[config.mk]
export PLATFORM = sky130hd
export DESIGN_NAME = vt_validity_tracker
export DESIGN_NICKNAME = d
export VERILOG_FILES = /design/src/rtl/vt_pkg.sv /design/src/rtl/vt_drdy_edge.sv /design/src/rtl/vt_event_decode.sv /design/src/rtl/vt_sync_gen.sv /design/src/rtl/vt_discard_ctr.sv /design/src/rtl/vt_validity_tracker.sv
export SDC_FILE = /design/constraint.sdc
export NUM_CORES = 1
export LEC_CHECK = 0
export CAP_MARGIN = 10
export CORE_MARGIN = 1
export CORE_UTILIZATION = 45
export DETAILED_ROUTE_END_ITERATION = 6
export GPL_TIMING_DRIVEN = 0
export PLACE_DENSITY = 0.81
export SLEW_MARGIN = 25
export SYNTH_ARGS = -nofsm -noshare
export SYNTH_HDL_FRONTEND = slang
export SYNTH_SLANG_ARGS = --single-unit
[constraint.sdc]
create_clock -name clk -period 4.05 [get_ports clk]
set_input_delay 0.6075 -clock clk [delete_from_list [all_inputs] [get_ports clk]]
set_output_delay 0.6075 -clock clk [all_outputs]
set_load 0.05 [all_outputs]
[src/rtl/vt_pkg.sv]
package vt_pkg;

  localparam int EVT_N = 8;

  typedef enum int unsigned {
    EV_STEP    = 0,
    EV_CHAN    = 1,
    EV_ISRC    = 2,
    EV_SELFCAL = 3,
    EV_SYSCAL  = 4,
    EV_BGCAL   = 5,
    EV_COEF    = 6,
    EV_RATE    = 7
  } ev_idx_e;

  function automatic int unsigned umax(input int unsigned a, input int unsigned b);
    return (a > b) ? a : b;
  endfunction

  // Conversions to throw away after one event kind.
  function automatic int unsigned discard_for(
    input int unsigned idx, input logic tied,
    input int unsigned settle, input int unsigned selfcal,
    input int unsigned syscal, input int unsigned bgcal);
    int unsigned r;
    case (idx)
      EV_STEP, EV_ISRC, EV_COEF, EV_RATE: r = settle;
      EV_CHAN:    r = 0;
      EV_SELFCAL: r = tied ? selfcal : 0;
      EV_SYSCAL:  r = tied ? syscal : 0;
      EV_BGCAL:   r = tied ? (syscal + bgcal) : bgcal;
      default:    r = 0;
    endcase
    return r;
  endfunction

endpackage

[src/rtl/vt_drdy_edge.sv]
module vt_drdy_edge #(
  parameter int STAGES = 2
) (
  input  logic clk,
  input  logic rst_n,
  input  logic drdy_n,
  output logic strobe
);
  localparam int LEN = STAGES + 1;

  logic [LEN-1:0] q;

  always_ff @(posedge clk) begin
    if (!rst_n) q <= '1;
    else        q <= {q[LEN-2:0], drdy_n};
  end

  // High for one cycle after the synchronised line falls.
  assign strobe = q[LEN-1] & ~q[LEN-2];

  assert_strobe_single_R10: assert property (@(posedge clk) disable iff (!rst_n)
    strobe |=> !strobe);
endmodule

[src/rtl/vt_event_decode.sv]
module vt_event_decode
  import vt_pkg::*;
#(
  parameter int CNT_W     = 4,
  parameter int D_SETTLE  = 3,
  parameter int D_SELFCAL = 9,
  parameter int D_SYSCAL  = 6,
  parameter int D_BGCAL   = 1
) (
  input  logic [EVT_N-1:0] evt,
  input  logic             tied,
  output logic             evt_any,
  output logic [CNT_W-1:0] load
);
  always_comb begin
    int unsigned best;
    best = 0;
    for (int i = 0; i < EVT_N; i++) begin
      if (evt[i])
        best = umax(best, discard_for(i, tied, D_SETTLE, D_SELFCAL, D_SYSCAL, D_BGCAL));
    end
    load = CNT_W'(best);
  end

  assign evt_any = |evt;
endmodule

[src/rtl/vt_sync_gen.sv]
module vt_sync_gen #(
  parameter int SYNC_W = 4
) (
  input  logic clk,
  input  logic rst_n,
  input  logic sync_req,
  output logic sync_start,
  output logic sync_out
);
  localparam int SYNC_LEN = (SYNC_W < 2) ? 2 : SYNC_W;
  localparam int SW_W     = $clog2(SYNC_LEN + 1);

  logic [SW_W-1:0] left;

  assign sync_start = sync_req & ~sync_out;

  always_ff @(posedge clk) begin
    if (!rst_n) begin
      sync_out <= 1'b0;
      left     <= '0;
    end else if (sync_start) begin
      sync_out <= 1'b1;
      left     <= SW_W'(SYNC_LEN - 1);
    end else if (sync_out) begin
      if (left == '0) sync_out <= 1'b0;
      else            left     <= left - 1'b1;
    end
  end

  assert_sync_min_width_R7: assert property (@(posedge clk) disable iff (!rst_n)
    $rose(sync_out) |=> sync_out);
  assert_sync_cause_R7: assert property (@(posedge clk) disable iff (!rst_n)
    $rose(sync_out) |-> $past(sync_req));
  assert_no_restart_R9: assert property (@(posedge clk) disable iff (!rst_n)
    (sync_out && sync_req) |-> !sync_start);
endmodule

[src/rtl/vt_discard_ctr.sv]
module vt_discard_ctr
  import vt_pkg::*;
#(
  parameter int CNT_W = 4
) (
  input  logic             clk,
  input  logic             rst_n,
  input  logic             strobe,
  input  logic             evt_any,
  input  logic [CNT_W-1:0] load,
  input  logic             sync_start,
  input  logic             sync_busy,
  output logic             result_valid,
  output logic             rdy_pulse
);
  logic [CNT_W-1:0] cnt;
  logic             take;

  // A strobe that coincides with an event, a sync start or an active
  // sync pulse is not counted.
  assign take = strobe & ~sync_busy & ~sync_start & ~evt_any;

  always_ff @(posedge clk) begin
    if (!rst_n) begin
      cnt          <= '0;
      result_valid <= 1'b0;
      rdy_pulse    <= 1'b0;
    end else begin
      rdy_pulse <= 1'b0;
      if (evt_any) begin
        cnt          <= sync_start ? load : CNT_W'(umax(cnt, load));
        result_valid <= 1'b0;
      end else if (sync_start) begin
        cnt          <= '0;
        result_valid <= 1'b0;
      end else if (take) begin
        if (cnt == '0) begin
          result_valid <= 1'b1;
          rdy_pulse    <= 1'b1;
        end else begin
          cnt <= cnt - 1'b1;
        end
      end
    end
  end

  assert_evt_clears_R11: assert property (@(posedge clk) disable iff (!rst_n)
    evt_any |=> !result_valid);
  assert_reload_max_R6: assert property (@(posedge clk) disable iff (!rst_n)
    (evt_any && !sync_start) |=> (cnt >= $past(load)) && (cnt >= $past(cnt)));
  assert_no_rise_R6: assert property (@(posedge clk) disable iff (!rst_n)
    !evt_any |=> cnt <= $past(cnt));
  assert_sync_clears_R8: assert property (@(posedge clk) disable iff (!rst_n)
    (sync_start && !evt_any) |=> (cnt == '0) && !result_valid);
  assert_rdy_valid_R10: assert property (@(posedge clk) disable iff (!rst_n)
    rdy_pulse |-> result_valid);
  assert_busy_ignored_R8: assert property (@(posedge clk) disable iff (!rst_n)
    (sync_busy && !evt_any) |=> !rdy_pulse);
endmodule

[src/rtl/vt_validity_tracker.sv]
module vt_validity_tracker
  import vt_pkg::*;
#(
  parameter int CNT_W       = 4,
  parameter int SYNC_W      = 4,
  parameter int DRDY_STAGES = 2,
  parameter int D_SETTLE    = 3,
  parameter int D_SELFCAL   = 9,
  parameter int D_SYSCAL    = 6,
  parameter int D_BGCAL     = 1
) (
  input  logic             clk,
  input  logic             rst_n,
  input  logic             drdy_n,
  input  logic [EVT_N-1:0] evt,
  input  logic             sync_req,
  input  logic             cfg_tied,
  output logic             sync_out,
  output logic             result_valid,
  output logic             rdy_pulse
);
  logic             strobe;
  logic             evt_any;
  logic [CNT_W-1:0] load;
  logic             sync_start;

  vt_drdy_edge #(.STAGES(DRDY_STAGES)) u_edge (
    .clk(clk), .rst_n(rst_n), .drdy_n(drdy_n), .strobe(strobe)
  );

  vt_event_decode #(
    .CNT_W(CNT_W), .D_SETTLE(D_SETTLE), .D_SELFCAL(D_SELFCAL),
    .D_SYSCAL(D_SYSCAL), .D_BGCAL(D_BGCAL)
  ) u_dec (
    .evt(evt), .tied(cfg_tied), .evt_any(evt_any), .load(load)
  );

  vt_sync_gen #(.SYNC_W(SYNC_W)) u_sync (
    .clk(clk), .rst_n(rst_n), .sync_req(sync_req),
    .sync_start(sync_start), .sync_out(sync_out)
  );

  vt_discard_ctr #(.CNT_W(CNT_W)) u_ctr (
    .clk(clk), .rst_n(rst_n), .strobe(strobe), .evt_any(evt_any),
    .load(load), .sync_start(sync_start), .sync_busy(sync_out),
    .result_valid(result_valid), .rdy_pulse(rdy_pulse)
  );

  assert_reset_quiet_R1: assert property (@(posedge clk)
    !rst_n |=> !result_valid && !rdy_pulse && !sync_out);
endmodule

==> impl_metrics.csv, run 1 <==
group,metric,value,unit
outcome,status,"finished clean",
synthesis,async_flop_share,0,
finish,fin_nets,142,
sta,tightest_slew,608.9,ps
routing,avgRoutedWirePerCell,11.62,um
worst_setup_path,crit_chain,"clkdlybuf4s50_1 -> inv_1 -> nor3b_1 -> ha_1 -> a21oi_1 -> a21oi_1 -> a221o_1 -> ha_1 -> nor2b_1 -> o211ai_1 -> a211oi_1 -> o22ai_1 -> a211oi_2",
place,placedCellCount,140,
synthesis,seq_area_frac_synth,0.2997,
synthesis,syn_area,868.3,sq um
place,dp_hpwl,1400,um
worst_setup_path,reg2reg_slack,2090,ps
sta,clock_skew,3.790,ps
clock_tree,cts_buffers,3,
synthesis,yosys_warnings,0,
place,gp_congestion,0.8058,
synthesis,synth-edff-count,0,
sta,setup_tns,0,ps
synthesis,yosys-top-cells-count,"dfxtp_1 (13), nor2_1 (13), ha_1 (9), inv_1 (9), a21oi_1 (7)",
finish,n_antenna_cell,0,
global_routing,antenna_found_initial,0,
clock_tree,cts.repair.resized,0,
synthesis,syn_nets,122,
sta,final_max_slew_viol_count,0,
synthesis,ys.flop_type,"dfxtp_1",
floorplan,dieArea,2109,sq um
worst_setup_path,crit_required,4250,ps
finish,num-fill-cells,177,
global_routing,grt.total_usage,0.1837,
sta,hold_viol,0,
sta,slew_headroom,0.5916,
clock_tree,clock-sinks,13,
global_routing,grt_pass1_vias,678,
routing,first_iter_violations,35,
synthesis,syn_area_per_cell,8.683,sq um
worst_setup_path,endpoint_kind,"flop",
synthesis,synthCells,100,
worst_setup_path,cp.arrival,3930,ps
floorplan,start_util,0.4922,
clock_tree,htree_levels,1,
sta,rsz0062_at_grt,"no",
worst_setup_path,critPathMaxFanout,5,
global_routing,grt.overflow.total,0,
sta,setup_violations,0,
finish,post-route-util,0.6106,
sta,fin_crit,3731,ps
global_routing,grt_first_pass_wirelength,2794,um
clock_tree,cts_hold_buf,0,
finish,area_growth,24.06,%
power,ir_worst_vdd,0.0002790,V
floorplan,core,1764,sq um
synthesis,synth.distinct_cells,35,
floorplan,die_w,45.93,um
worst_setup_path,max_stage_delay,540,ps
job,maxCapViolations,0,
synthesis,synth_seq_cells,13,
power,leakage,0.4356,nW
routing,avgViaCountPerCell,5.563,
routing,drc,0,
routing,num_vias,801,
power,power.density,305.7,nW/um^2
global_routing,grt_max_degree,10,
min_path,hp-class,"flop to flop",
sta,fmax,0.2681,GHz
synthesis,synth_top_area_share,0.2997,
routing,totalWireLength,1673,um
clock_tree,cts_tree,"done",
clock_tree,clockBufferDepth,2,
worst_setup_path,startpoint_type,"input port",
sta,min_period_over_period,0.9211,
routing,first_pass_iters,4,
finish,drive_gt1_frac,0.09244,
clock_tree,clock_latency,270,ps
worst_setup_path,criticalPathCategory,"input port to flop",
worst_setup_path,cp_slowest_cell,"a211oi_1",
place,numPortBuffers,15,
floorplan,die-height,45.93,um
clock_tree,path_clk_slew,80,ps
clock_tree,cts_root_buffer,"clkbuf_4",
floorplan,boundaryPins,16,
floorplan,rows,15,
clock_tree,cts_setup_buffers,0,
synthesis,synthTopCellsByArea,"dfxtp_1 (30%), ha_1 (13%), nor2_1 (5.6%)",
finish,instances_no_fill,144,
routing,drtAntennaViolNets,0,
synthesis,yosysTopAreaCell,"dfxtp_1",
layout make-up:
cell class                      instances  area [sq um]  share of cell area
Sequential cell                        13         260.3              0.2416
Timing Repair Buffer                   15         150.1              0.1394
Clock inverter                          1         5.005            0.004646
Multi-Input combinational cell         77         563.0              0.5226
Inverter                                9         33.78             0.03136
Buffer                                  1         11.26             0.01045
Tap cell                               25         31.28             0.02904
Clock buffer                            3         22.52             0.02091
cells by family (layout without fill, tap and decap cells):
| family | count (synthesis) | in the layout | synth area share |
|---|---|---|---|
| AO/OA/AOI/OAI | 30 | 30 | 0.2766 |
| flip-flops | 13 | 13 | 0.2997 |
| AND/OR/NAND/NOR | 38 | 38 | 0.2421 |
| adder cells (fa/ha/maj) | 9 | 9 | 0.1297 |
| buffers and inverters | 10 | 29 | 0.05187 |
report_power, final:
| group | internal [W] | leakage [nW] | switching, W |
|---|---|---|---|
| clock | 0.0000366 | 0.0177 | 0.0000415 |
| combinational | 0.0000477 | 0.311 | 0.0000535 |
| sequential | 0.000138 | 0.107 | 0.0000115 |
path summary, 6_finish.rpt:
| kind | start | to | depth (start not counted) |
|---|---|---|---|
| worst max-delay path | cfg_tied | u_ctr.cnt[2] | 13 |
| worst min-delay path | u_edge.q[0] | u_edge.q[1] | 1 |
| worst max register to register | u_ctr.cnt[2] | u_ctr.cnt[2] | 6 |
| worst min register to register | u_edge.q[0] | u_edge.q[1] | 1 |
stage by stage:
step | area (sq um) | setup slack (ps) | hold slack (ps) | power (W)
after floorplan | 868.3 | 941.5 | 386.3 | 0.0002208
after global placement | 1050 | 54.32 | 391.7 | 0.0002484
after detailed placement | 1050 | 34.62 | 397.2 | 0.0002541
after CTS | 1077 | 325.5 | 421.4 | 0.0003331
after global routing | 1077 | 30.72 | 441.7 | 0.0003537
final | 1077 | 319.4 | 415.1 | 0.0003293
layer usage:
metal / routed length (um) / part of all wire / global-route usage / vias up
li1: - / - / - / 410
met1: 740 / 0.44 / 0.2273 / 361
met2: 858 / 0.51 / 0.3211 / 30
met3: 75 / 0.045 / 0.04762 / 0
met4: 0 / 0 / 0.02941 / 0
met5: 0 / 0 / 0 / -
cell usage in the layout, fill, tap and decap left out, types with 2 or more instances in the layout:
| cell | instances |
|---|---|
| a211oi_1 | 2 |
| a21oi_1 | 7 |
| a21oi_2 | 2 |
| a221o_1 | 2 |
| a31oi_1 | 2 |
| and2_1 | 2 |
| clkbuf_4 | 3 |
| clkdlybuf4s50_1 | 15 |
| dfxtp_1 | 13 |
| ha_1 | 9 |
| inv_1 | 9 |
| nand2_1 | 3 |
| nand2b_1 | 4 |
| nor2_1 | 13 |
| nor2b_1 | 2 |
| nor3_1 | 4 |
| nor3b_1 | 2 |
| o211a_1 | 2 |
| o211ai_1 | 3 |
| o21a_1 | 2 |
flip-flops by register name, summed over array words and instances (netlist names):
register and flops:
u_ctr.cnt 4, u_ctr.rdy_pulse 1, u_ctr.result_valid 1, u_edge.q 3, u_sync.left 3, u_sync.sync_out 1
worst max-delay path, delay by kind of cell:
family,cells,cell delay (ps)
AO/OA/AOI/OAI,7,1770
adder cells (fa/ha/maj),2,580
buffers and inverters,2,590
AND/OR/NAND/NOR,2,370
(Power assumes the default switching activity.)
==> run 2, diff against run 1 <==
--- a/config.mk
+++ b/config.mk
@@ -5,12 +5,14 @@
 export SDC_FILE = /design/constraint.sdc
 export NUM_CORES = 1
 export LEC_CHECK = 0
+export ABC_AREA = 1
 export CAP_MARGIN = 10
 export CORE_MARGIN = 1
-export CORE_UTILIZATION = 45
+export CORE_UTILIZATION = 51
+export CTS_CLUSTER_DIAMETER = 120
 export DETAILED_ROUTE_END_ITERATION = 6
 export GPL_TIMING_DRIVEN = 0
-export PLACE_DENSITY = 0.81
+export PLACE_DENSITY = 0.88
 export SLEW_MARGIN = 25
 export SYNTH_ARGS = -nofsm -noshare
 export SYNTH_HDL_FRONTEND = slang
==> run 2 against run 1 <==
First-iteration DRC count fell by 57%. Critical path depth rose by 7. Synthesized area rose by 5.8%. Non-clock buffer count fell by 1. Setup slack improved by 550 ps. Fmax rose by 17%. Via count rose by 13%. Critical path type unchanged. Sequential power barely moved. Die area fell by 6.4%. Routed wire length rose by 19%. Clock power rose by 4.0%.
==> impl_metrics.csv, run 2 <==
group,metric,value,unit
outcome,status,"finished clean",
sta,clock_skew,7.996,ps
clock_tree,clock-sinks,13,
floorplan,rows,14,
worst_setup_path,endpoint_kind,"flop",
sta,min_period_over_period,0.7865,
synthesis,synth.distinct_cells,24,
sta,setup_violations,0,
finish,layout_common_cells,"nand2_1 (37), inv_1 (25), nor2_1 (16)",
job,maxCapViolations,0,
global_routing,grt_max_degree,10,
routing,num_vias,909,
synthesis,synth_top_area_share,0.2834,
worst_setup_path,crit_required,4230,ps
routing,drc,0,
synthesis,synthCells,141,
synthesis,synth.most_common_cell,"nand2_1",
global_routing,grt_first_pass_wirelength,3167,um
worst_setup_path,cp_top_family,"simple AND/OR/NAND/NOR gates",
finish,n_antenna_cell,0,
synthesis,seq_area_frac_synth,0.2834,
floorplan,die_w,44.44,um
floorplan,core,1594,sq um
synthesis,syn_area_per_cell,6.513,sq um
clock_tree,clock_latency,280,ps
clock_tree,clockBufferDepth,2,
power,ir_worst_vdd,0.0002053,V
power,leakage,0.5723,nW
worst_setup_path,startpoint_type,"input port",
routing,drtAntennaViolNets,0,
synthesis,ys.flop_type,"dfxtp_1",
worst_setup_path,path_buf_inv,2,
sta,fin_crit,3185,ps
clock_tree,cts_hold_buf,0,
floorplan,dieArea,1974,sq um
global_routing,grt.overflow.total,0,
finish,area_growth,21.39,%
routing,avgViaCountPerCell,4.967,
synthesis,yosys-top-cells-count,"nand2_1 (37), inv_1 (25), nor2_1 (16)",
synthesis,synthTopCellsByArea,"dfxtp_1 (28%), nand2_1 (15%), ha_1 (12%)",
clock_tree,cts_setup_buffers,0,
worst_setup_path,max_stage_delay,520,ps
clock_tree,cts_root_buffer,"clkbuf_4",
worst_setup_path,cp.arrival,3360,ps
place,numPortBuffers,14,
sta,hold_viol,0,
min_path,hp-class,"flop to flop",
clock_tree,cts_buffers,3,
synthesis,yosys_warnings,0,
power,power.density,318.9,nW/um^2
worst_setup_path,criticalPathCategory,"input port to flop",
finish,drive_gt1_frac,0.09434,
finish,fin_nets,182,
synthesis,yosysTopAreaCell,"dfxtp_1",
global_routing,grt.total_usage,0.2203,
clock_tree,path_clk_slew,80,ps
synthesis,async_flop_share,0,
routing,first_pass_iters,4,
sta,fmax,0.3139,GHz
clock_tree,cts.repair.resized,0,
place,dp_hpwl,1661,um
clock_tree,cts_tree,"done",
floorplan,die-height,44.44,um
routing,avgRoutedWirePerCell,10.91,um
worst_setup_path,crit_chain,"clkdlybuf4s50_1 -> nand2_1 -> nor2_1 -> ha_1 -> a21o_1 -> nand2_1 -> nand3_1 -> o211ai_1 -> inv_1 -> ha_1 -> nand2_1 -> nand2_1 -> nand2_1 -> nand2_1 -> nand2_1 -> nand2_1 -> nand2_1 -> nand2_2 -> nor2_1 -> nor2_1",
synthesis,synth-edff-count,0,
synthesis,syn_nets,163,
sta,tightest_slew,500.4,ps
worst_setup_path,cp_common_cell,"nand2_1",
floorplan,start_util,0.5761,
sta,final_max_slew_viol_count,0,
global_routing,antenna_found_initial,0,
sta,setup_tns,0,ps
global_routing,grt_pass1_vias,838,
clock_tree,htree_levels,1,
routing,first_iter_violations,15,
place,gp_congestion,0.8856,
sta,rsz0062_at_grt,"no",
synthesis,synth_seq_cells,13,
finish,largest_register,"u_ctr.cnt",
worst_setup_path,cp_slowest_cell,"clkdlybuf4s50_1",
finish,largest_reg_flops,4,
finish,top_regs,"u_ctr.cnt x4, u_edge.q x3, u_sync.left x3",
worst_setup_path,critPathMaxFanout,6,
synthesis,syn_area,918.4,sq um
finish,mostFrequentLayoutCell,"nand2_1",
sta,slew_headroom,0.6654,
routing,totalWireLength,1997,um
floorplan,boundaryPins,16,
sta,whs,431.6,ps
==> run 2: cell types whose count changed in the layout (fill, tap and decap cells not counted), moves of 3 or more <==
cell | previous run | this run
nand2_1 | 3 | 37
inv_1 | 9 | 25
nand3_1 | 0 | 8
nand2b_1 | 4 | 0
nor3_1 | 4 | 0
nand2_2 | 0 | 3
nor2_1 | 13 | 16
o21ai_0 | 1 | 4
==> run 2: worst paths after layout <==
path	startpoint	to	slack [ps]	cells after the start
worst max register to register	u_ctr.cnt[3]	u_ctr.cnt[2]	2550	11
worst min-delay path	u_edge.q[0]	u_edge.q[1]	430	1
worst max-delay path	cfg_tied	u_ctr.cnt[2]	860	20
worst min register to register	u_edge.q[0]	u_edge.q[1]	430	1
==> run 2: cell type report <==
type / instances / area, sq um
buffer: 1 / 5.005
inverter: 26 / 97.59
fill: 144 / 479.2
timing repair buffer: 14 / 140.1
clock buffer: 4 / 26.28
sequential: 13 / 260.3
multi-input combinational: 101 / 555.5
tap: 24 / 30.03
==> run 2: kinds of logic (layout without fill, tap and decap cells) <==
logic type / Yosys count / in the layout / synth area share
and+or+nand+nor: 74 / 74 / 0.3610
buffers and inverters: 27 / 45 / 0.1117
AOI/OAI and AO/OA: 16 / 16 / 0.1022
DFF: 13 / 13 / 0.2834
adders and majority gates: 9 / 9 / 0.1226
xor gates and xnor gates: 2 / 2 / 0.01908
==> run 2: metal layers <==
layer  up-vias  GRT usage  wire length (um)  part of all wire
li1        475          -                 -                 -
met3         5    0.02857               122             0.061
met4         0     0.1091                32             0.016
met1       397     0.2127               814              0.41
met2        32     0.4441              1027              0.51
met5         -          0                 0                 0
==> run 2: through the flow <==
step / instance area (sq um) / setup slack, ps / cells / total power [W] / utilization
2_1_floorplan: 918.4 / 1458 / 141 / 0.0002402 / -
3_3_place_gp: 1089 / 695.7 / 179 / 0.0002680 / 0.6829
3_5_place_dp: 1089 / 601.1 / 179 / 0.0002764 / 0.6829
4_1_cts: 1115 / 889.5 / 183 / 0.0003581 / 0.6994
5_1_grt: 1115 / 549.8 / 183 / 0.0003818 / 0.6994
6_report: 1115 / 864.6 / 183 / 0.0003555 / 0.6994
==> run 2: report_power, final <==
| group | leakage, nW | internal (W) | total (W) | switching, W |
|---|---|---|---|---|
| combinational | 0.450 | 0.0000520 | 0.000127 | 0.0000749 |
| clock | 0.0150 | 0.0000383 | 0.0000812 | 0.0000429 |
| sequential | 0.107 | 0.000140 | 0.000147 | 0.00000782 |
| total | 0.572 | 0.000230 | 0.000355 | 0.000126 |
